File: config.mk
export PLATFORM = sky130hd
export DESIGN_NAME = ctime_counter
export DESIGN_NICKNAME = d
export VERILOG_FILES = /design/src/rtl/ctime_pkg.sv /design/src/rtl/ctime_field.sv /design/src/rtl/ctime_linear.sv /design/src/rtl/ctime_counter.sv
export SDC_FILE = /design/constraint.sdc
export NUM_CORES = 1
export LEC_CHECK = 0
export ABC_AREA = 1
export CAP_MARGIN = 30
export CELL_PAD_IN_SITES_DETAIL_PLACEMENT = 1
export CELL_PAD_IN_SITES_GLOBAL_PLACEMENT = 2
export CORE_MARGIN = 2
export CORE_UTILIZATION = 27
export CTS_CLUSTER_SIZE = 12
export DETAILED_ROUTE_END_ITERATION = 6
export PLACE_DENSITY_LB_ADDON = 0.1
export SYNTH_ARGS = -nofsm -noshare
export SYNTH_HDL_FRONTEND = slang
export SYNTH_HIERARCHICAL = 1
export SYNTH_SLANG_ARGS = --single-unit
File: constraint.sdc
create_clock -name clk -period 4.75 [get_ports clk]
set_input_delay 0.95 -clock clk [delete_from_list [all_inputs] [get_ports clk]]
set_output_delay 0.95 -clock clk [all_outputs]
set_load 0.01 [all_outputs]
File: src/rtl/ctime_pkg.sv
package ctime_pkg;
  localparam int CT_OFF_W   = 12;
  localparam int CT_CNT_W   = 13;
  localparam int CT_SEC_W   = 7;
  localparam int CT_OFF_MOD = 3072;
  localparam int CT_CNT_MOD = 8000;
  localparam int CT_TICK_W  = 32;
endpackage

File: src/rtl/ctime_field.sv
module ctime_field #(
  parameter int W   = 12,
  parameter int MOD = 3072
) (
  input  logic         clk,
  input  logic         rst,
  input  logic         inc,
  input  logic         ld,
  input  logic [W-1:0] ld_val,
  output logic [W-1:0] val,
  output logic         wrap
);
  localparam bit         FULL = (MOD == (1 << W));
  localparam logic [W:0] LIM  = (W+1)'(MOD);
  localparam logic [W-1:0] TOP = W'(MOD - 1);

  logic [W-1:0] ld_fix;

  generate
    if (FULL) begin : g_full
      assign ld_fix = ld_val;
    end else begin : g_clamp
      assign ld_fix = ({1'b0, ld_val} >= LIM) ? '0 : ld_val;
    end
  endgenerate

  assign wrap = inc && (val == TOP);

  always_ff @(posedge clk) begin
    if (rst) val <= '0;
    else if (ld) val <= ld_fix;
    else if (inc) val <= (val == TOP) ? '0 : val + 1'b1;
  end
endmodule

File: src/rtl/ctime_linear.sv
module ctime_linear #(
  parameter int OFF_W   = 12,
  parameter int CNT_W   = 13,
  parameter int SEC_W   = 7,
  parameter int OFF_MOD = 3072,
  parameter int CNT_MOD = 8000,
  parameter int TICK_W  = 32
) (
  input  logic [OFF_W-1:0]  off,
  input  logic [CNT_W-1:0]  cnt,
  input  logic [SEC_W-1:0]  sec,
  output logic [TICK_W-1:0] ticks
);
  localparam logic [TICK_W-1:0] K_CYC = TICK_W'(OFF_MOD);
  localparam logic [TICK_W-1:0] K_SEC = TICK_W'(longint'(OFF_MOD) * longint'(CNT_MOD));

  logic [TICK_W-1:0] t_off, t_cyc, t_sec;

  always_comb begin
    t_off = TICK_W'(off);
    t_cyc = TICK_W'(cnt) * K_CYC;
    t_sec = TICK_W'(sec) * K_SEC;
    ticks = t_off + t_cyc + t_sec;
  end
endmodule

File: src/rtl/ctime_counter.sv
module ctime_counter
  import ctime_pkg::*;
#(
  parameter int OFF_W   = CT_OFF_W,
  parameter int CNT_W   = CT_CNT_W,
  parameter int SEC_W   = CT_SEC_W,
  parameter int OFF_MOD = CT_OFF_MOD,
  parameter int CNT_MOD = CT_CNT_MOD,
  parameter int TICK_W  = CT_TICK_W,
  localparam int WORD_W = OFF_W + CNT_W + SEC_W
) (
  input  logic              clk,
  input  logic              rst,
  input  logic              tick_en,
  input  logic              load_en,
  input  logic [WORD_W-1:0] load_word,
  input  logic              rd_en,
  output logic [WORD_W-1:0] time_word,
  output logic [WORD_W-1:0] rd_word,
  output logic [TICK_W-1:0] rd_ticks
);
  localparam int CNT_LO = OFF_W;
  localparam int SEC_LO = OFF_W + CNT_W;

  logic [OFF_W-1:0]  off_q;
  logic [CNT_W-1:0]  cnt_q;
  logic [SEC_W-1:0]  sec_q;
  logic              off_wrap, cnt_wrap, sec_wrap;
  logic [TICK_W-1:0] lin;

  ctime_field #(.W(OFF_W), .MOD(OFF_MOD)) u_off (
    .clk(clk), .rst(rst), .inc(tick_en), .ld(load_en),
    .ld_val(load_word[OFF_W-1:0]), .val(off_q), .wrap(off_wrap));

  ctime_field #(.W(CNT_W), .MOD(CNT_MOD)) u_cnt (
    .clk(clk), .rst(rst), .inc(off_wrap), .ld(load_en),
    .ld_val(load_word[SEC_LO-1:CNT_LO]), .val(cnt_q), .wrap(cnt_wrap));

  ctime_field #(.W(SEC_W), .MOD(1 << SEC_W)) u_sec (
    .clk(clk), .rst(rst), .inc(cnt_wrap), .ld(load_en),
    .ld_val(load_word[WORD_W-1:SEC_LO]), .val(sec_q), .wrap(sec_wrap));

  ctime_linear #(
    .OFF_W(OFF_W), .CNT_W(CNT_W), .SEC_W(SEC_W),
    .OFF_MOD(OFF_MOD), .CNT_MOD(CNT_MOD), .TICK_W(TICK_W)
  ) u_lin (.off(off_q), .cnt(cnt_q), .sec(sec_q), .ticks(lin));

  assign time_word = {sec_q, cnt_q, off_q};

  always_ff @(posedge clk) begin
    if (rst) begin
      rd_word  <= '0;
      rd_ticks <= '0;
    end else if (rd_en) begin
      rd_word  <= time_word;
      rd_ticks <= lin;
    end
  end
endmodule

# Word-level counts from Yosys, hierarchy flattened
# Cells that the tools add are included.
# word_totals
reg_bits	96
latch_bits	0
mem_bits_rw	0
rom_bits	0
in_bits	37
output_inout_bits	96
wordCells	33
mem_count	0
# classes
addsub	5
mul	2
div_mod_pow	0
magnitude_cmp	2
n_eq_ne	3
shifts	0
n_mux	11
bitwise_logic	0
reduce_logical	5
# op_table
op	count
2-to-1 mux 13 bit	4
2-to-1 mux 12 bit	4
adder 32 bit	1
adder 12 x 25 -> 26 bit	1
2-to-1 mux 7 bit	3
multiplier 7 x 9 -> 16 bit, second input constant	1
multiplier 13 x 2 -> 15 bit, second input constant	1
adder 13 x 1 -> 13 bit, second input constant	1
equality test 13 bit, second input constant	1
greater-or-equal comparator 13 bit, second input constant	1
adder 12 x 1 -> 12 bit, second input constant	1
equality test 12 bit, second input constant	1
greater-or-equal comparator 12 bit, second input constant	1
adder 7 x 1 -> 7 bit, second input constant	1
equality test 7 bit, second input constant	1
nonzero test 2 bit	3
logical AND 1 bit	2

# Longest topological paths before layout
# logic_depth
ltp_word	5
mapped_depth	27
mapped_depth_nobuf	27

# Modules after synthesis
# Netlist, hierarchy kept.
# by_module_without_submodules
module	n_inst	cells_per_inst	area_each_um2	seq_area_each_um2
ctime_linear	1	455	2984.1	0.0
ctime_counter	1	405	2666.3	1281.2
ctime_field at u_cnt	1	163	1026.0	260.2
ctime_field at u_off	1	134	855.8	240.2
ctime_field at u_sec	1	69	486.7	140.1

# Worst setup path after synthesis
# Ideal clock, no wire load.
# synth_path
kind	register -> register
start	reg u_sec.val[5]
end	reg rd_ticks[28]
setup_ps	113
t_arrival_ps	4694
required_time_ps	4637
path_slack_ps	-57
path_stages_with_launch	27
n_path_buf	0
period_less_slack_ps	4807
cell_sequence	dfxtp_1 inv_1 fa_1 fa_1 inv_1 fa_1 inv_1 fa_1 inv_1 ha_1 nand2_1 inv_2 nand3_1 nand2_1 xor2_1 ha_1 a21o_1 nor2_1 o21ai_0 nand2_1 nand2_1 nand2_1 nand2_1 inv_1 nand2_1 nand2_1 nor2_1
# synth_between
elab_chain_len	2
# synth_rtl
item	line	rtl
start, declared	ctime_field.sv:10	output logic [W-1:0] val,
start signal, assigned	ctime_field.sv:31	else if (ld) val <= ld_fix;
start signal, assigned	ctime_field.sv:32	else if (inc) val <= (val == TOP) ? '0 : val + 1'b1;
multiplier 7 x 9 -> 16 bit	ctime_linear.sv:22	t_sec = TICK_W'(sec) * K_SEC;
adder 32 bit	ctime_linear.sv:23	ticks = t_off + t_cyc + t_sec;
net lin[28]	ctime_counter.sv:29	logic [TICK_W-1:0] lin;
end signal, assigned	ctime_counter.sv:56	rd_ticks <= lin;
end, declared	ctime_counter.sv:20	output logic [TICK_W-1:0] rd_ticks
# The timed path passes the listed nets, and every way through them passes these cells.
# A chain may end at the register's enable or synchronous reset.

# Worst setup path in the final report
# layout_path
start	reg u_sec.val[4]
end	reg rd_ticks[28]
# Same word-level chain as after synthesis.

==> metrics.md <==
| Metric | Value |
|---|---|
| Pin count of the biggest net entering global routing | 49 |
| Hold depth | 2 |
| Share of cells above drive strength 1 | 10.9% |
| Clock Tree Root | clkbuf_16 |
| Post-synthesis cell count | 1,225 |
| Core area | 0.0294 mm^2 |
| RSZ-0062 raised after global routing | yes |
| First-pass GRT wire length | 42.4 mm |
| Highest Clock Rate | roughly 220 MHz |
| Initial antenna violation count | 0 |
| P_int | 0.00205 W |
| IO Pins | 133 |
| Period utilisation layout | 94.1% |
| Final Power | 0.00329 W |
| Mean Syn Cell Area | between 6 and 7 um^2 |
| Vias/cell | 4.42 |
| Endpoint class of the critical path | flip-flop |
| Status | finished, final reports clean |
| Final Setup Violations | 0 |
| Htree depth | 3 |
| Fin. max-slew vios | 0 |
| Footprint of the multi-input gates | ~0.0051 mm^2 |
| Worst-path clk slew | roughly 80 ps |
| Max-Cap Viols | 0 |
| Min-Delay Path Class | flip-flop to flip-flop |
| Combinational power share | 42.8% |
| Vias in the first global route | 8,202 |
| Hold Path End | rd_word[5] |
| Final Cell Area | about 0.010 mm^2 |
| Drt drc | 0 |
| Initial Utilization | 27.3% |
| R2R Path End | rd_ticks[28] |
| Clock power frac | 28.4% |
| Syn_nets | ~1,300 |
| Ys Warns | 6 |
| Die Y-Extent | 176 um |
| Net Sw Frac | between 30% and 40% |
| Net Sw Power | 0.00124 W |
| Final Hold Vio Count | 0 |
| Die Area | 0.0311 mm^2 |
| Filler instances | ~3,800 |
| Sequential Power Share | 28.9% |
| WL/cell | 14.5 um |
| CTS buffer count | 9 |
| Routed wire length | about 26 mm |
| Placed inst area | between 0.009 and 0.01 mm^2 |
| Vias | a little under 8,000 |
| GRT overflow | 0 |
| CTS Buffer Depth | 2 |
| Worst path required time | roughly 5000 ps |
| Port bufs | between 100 and 150 |
| Commonest non-fill, non-tap cell in the layout | nand2_1 |
| FF-to-FF Start | u_sec/val[4] |
| Worst Path Max Fanout | 4 |
| Worst Skew | 11.1 ps |
| Site Rows | between 60 and 70 |
| Commonest non-fill, non-tap cells in the layout | nand2_1 (305), inv_1 (191), nor2_1 (182) |
| Worst hold slack | 472 ps |
| Reg2reg path depth | 26 |
| Gpl congestion | 0.793 |
| Sequential Area | 0.00193 mm^2 |
| Slew margin rel. | 41.3% |
| Reg-to-reg setup timing slack | between 200 and 300 ps |
| Cell Area, Synth | 0.00802 mm^2 |
| 1st-iter DRT viols | 241 |
| Die width | 176 um |
| Worst vdd ir | 0.203 mV |
| Inserted Diodes | 0 |
| Worst Max-Slew Pin Slew | 878 ps |
| Minimum clock period | 4470 ps |
| Hold path start | rd_word[5] |
| Crit Path Category | flip-flop to flip-flop |
| CTS tree | yes |
| CP Data Arrival Time | between 4000 and 5000 ps |
| GRT Util Overall | 17.2% |
| Nature of the critical path startpoint | flip-flop |
| Worst skew pair latency | between 300 and 400 ps |
| Detail Placement HPWL | 20.0 mm |
| Nets | about 1,500 |
| Clock Sinks | 96 |
| Pwr Density | 322 mW/mm^2 |
| Leakage power | 5.01 nW |
| CTS Hold Buffers Added | 0 |
| ANT nets after route | 0 |
| 1st-pass router iterations | 4 |
| Area growth, synth to finish | 27.4% |
==> worst max path at each step <==
stage                            start            to  slack [ps]  cells after the start
after floorplan           u_sec/val[6]  rd_ticks[28]          60                     26
after global placement    u_sec/val[4]  rd_ticks[28]          90                     26
after detailed placement  u_sec/val[4]  rd_ticks[28]         0.7                     26
after CTS                 u_sec/val[6]  rd_ticks[28]          60                     26
after global routing      u_sec/val[4]  rd_ticks[28]         -60                     26
final                     u_sec/val[4]  rd_ticks[28]         280                     26
==> metrics by stage <==
stage	worst slack (ps)	util, %	setup TNS [ps]	instances
floorplan	63.4	-	0	1225
CTS	64.6	34.3	0	1751
finish	282	34.7	0	1758
global route	-60.5	34.7	-179	1758
detailed placement	0.679	33.0	0	1735
global placement	91.0	33.0	0	1735
==> power by group through the flow <==
stage | Clock [W] | Combinational, W | Sequential [W]
after floorplan | 0 | 0.000842 | 0.000988
after global routing | 0.000995 | 0.00162 | 0.000962
after global placement | 0 | 0.00134 | 0.000969
after CTS | 0.000967 | 0.00137 | 0.000953
final | 0.000933 | 0.00141 | 0.000949
after detailed placement | 0 | 0.00135 | 0.000971
==> worst max-delay path, cell delays in order, from the launching register on <==
cell,delay (ps)
dfxtp_2,330
inv_2,40
fa_1,500
fa_1,500
inv_1,50
fa_1,470
inv_1,50
fa_1,490
inv_2,50
ha_4,290
nand2_4,60
inv_2,60
nand3_2,80
nand2_2,90
xor2_1,170
ha_1,310
a21o_1,230
nor2_2,120
o21ai_1,70
nand2_1,80
nand2_1,50
nand2_1,60
nand2_1,40
inv_1,40
nand2_1,40
nand2_1,70
nor2_1,40
==> per-layer routing <==
layer | wire (um) | vias to the layer above | share of wire [%] | track usage (%)
li1 | - | 4046 | - | -
met1 | 12100 | 3631 | 47 | 22.1
met2 | 12300 | 78 | 48 | 29.6
met3 | 909 | 11 | 3.6 | 3.53
met4 | 223 | 0 | 0.87 | 3.62
met5 | 0 | - | 0 | 0
==> timing repair <==
item,4_1_cts,5_1_grt
resized for setup,3,23
endpoints found under the setup margin,2,9
buffers inserted,0,7
pin swaps,2,18
==> cell type report <==
class | count | share of cell area (%)
inverter | 206 | 7.60
sequential | 96 | 18.9
tap | 390 | 4.78
timing repair buffer | 167 | 15.5
multi-input combinational | 883 | 49.7
clock buffer | 9 | 2.21
clock inverter | 7 | 1.38
==> sequential cells by signal, summed over array words and instances, names as in the netlist <==
name       cells
rd_ticks      32
rd_word       32
u_cnt/val     13
u_off/val     12
u_sec/val      7
Note: power is estimated with default switching activity, not from simulation.
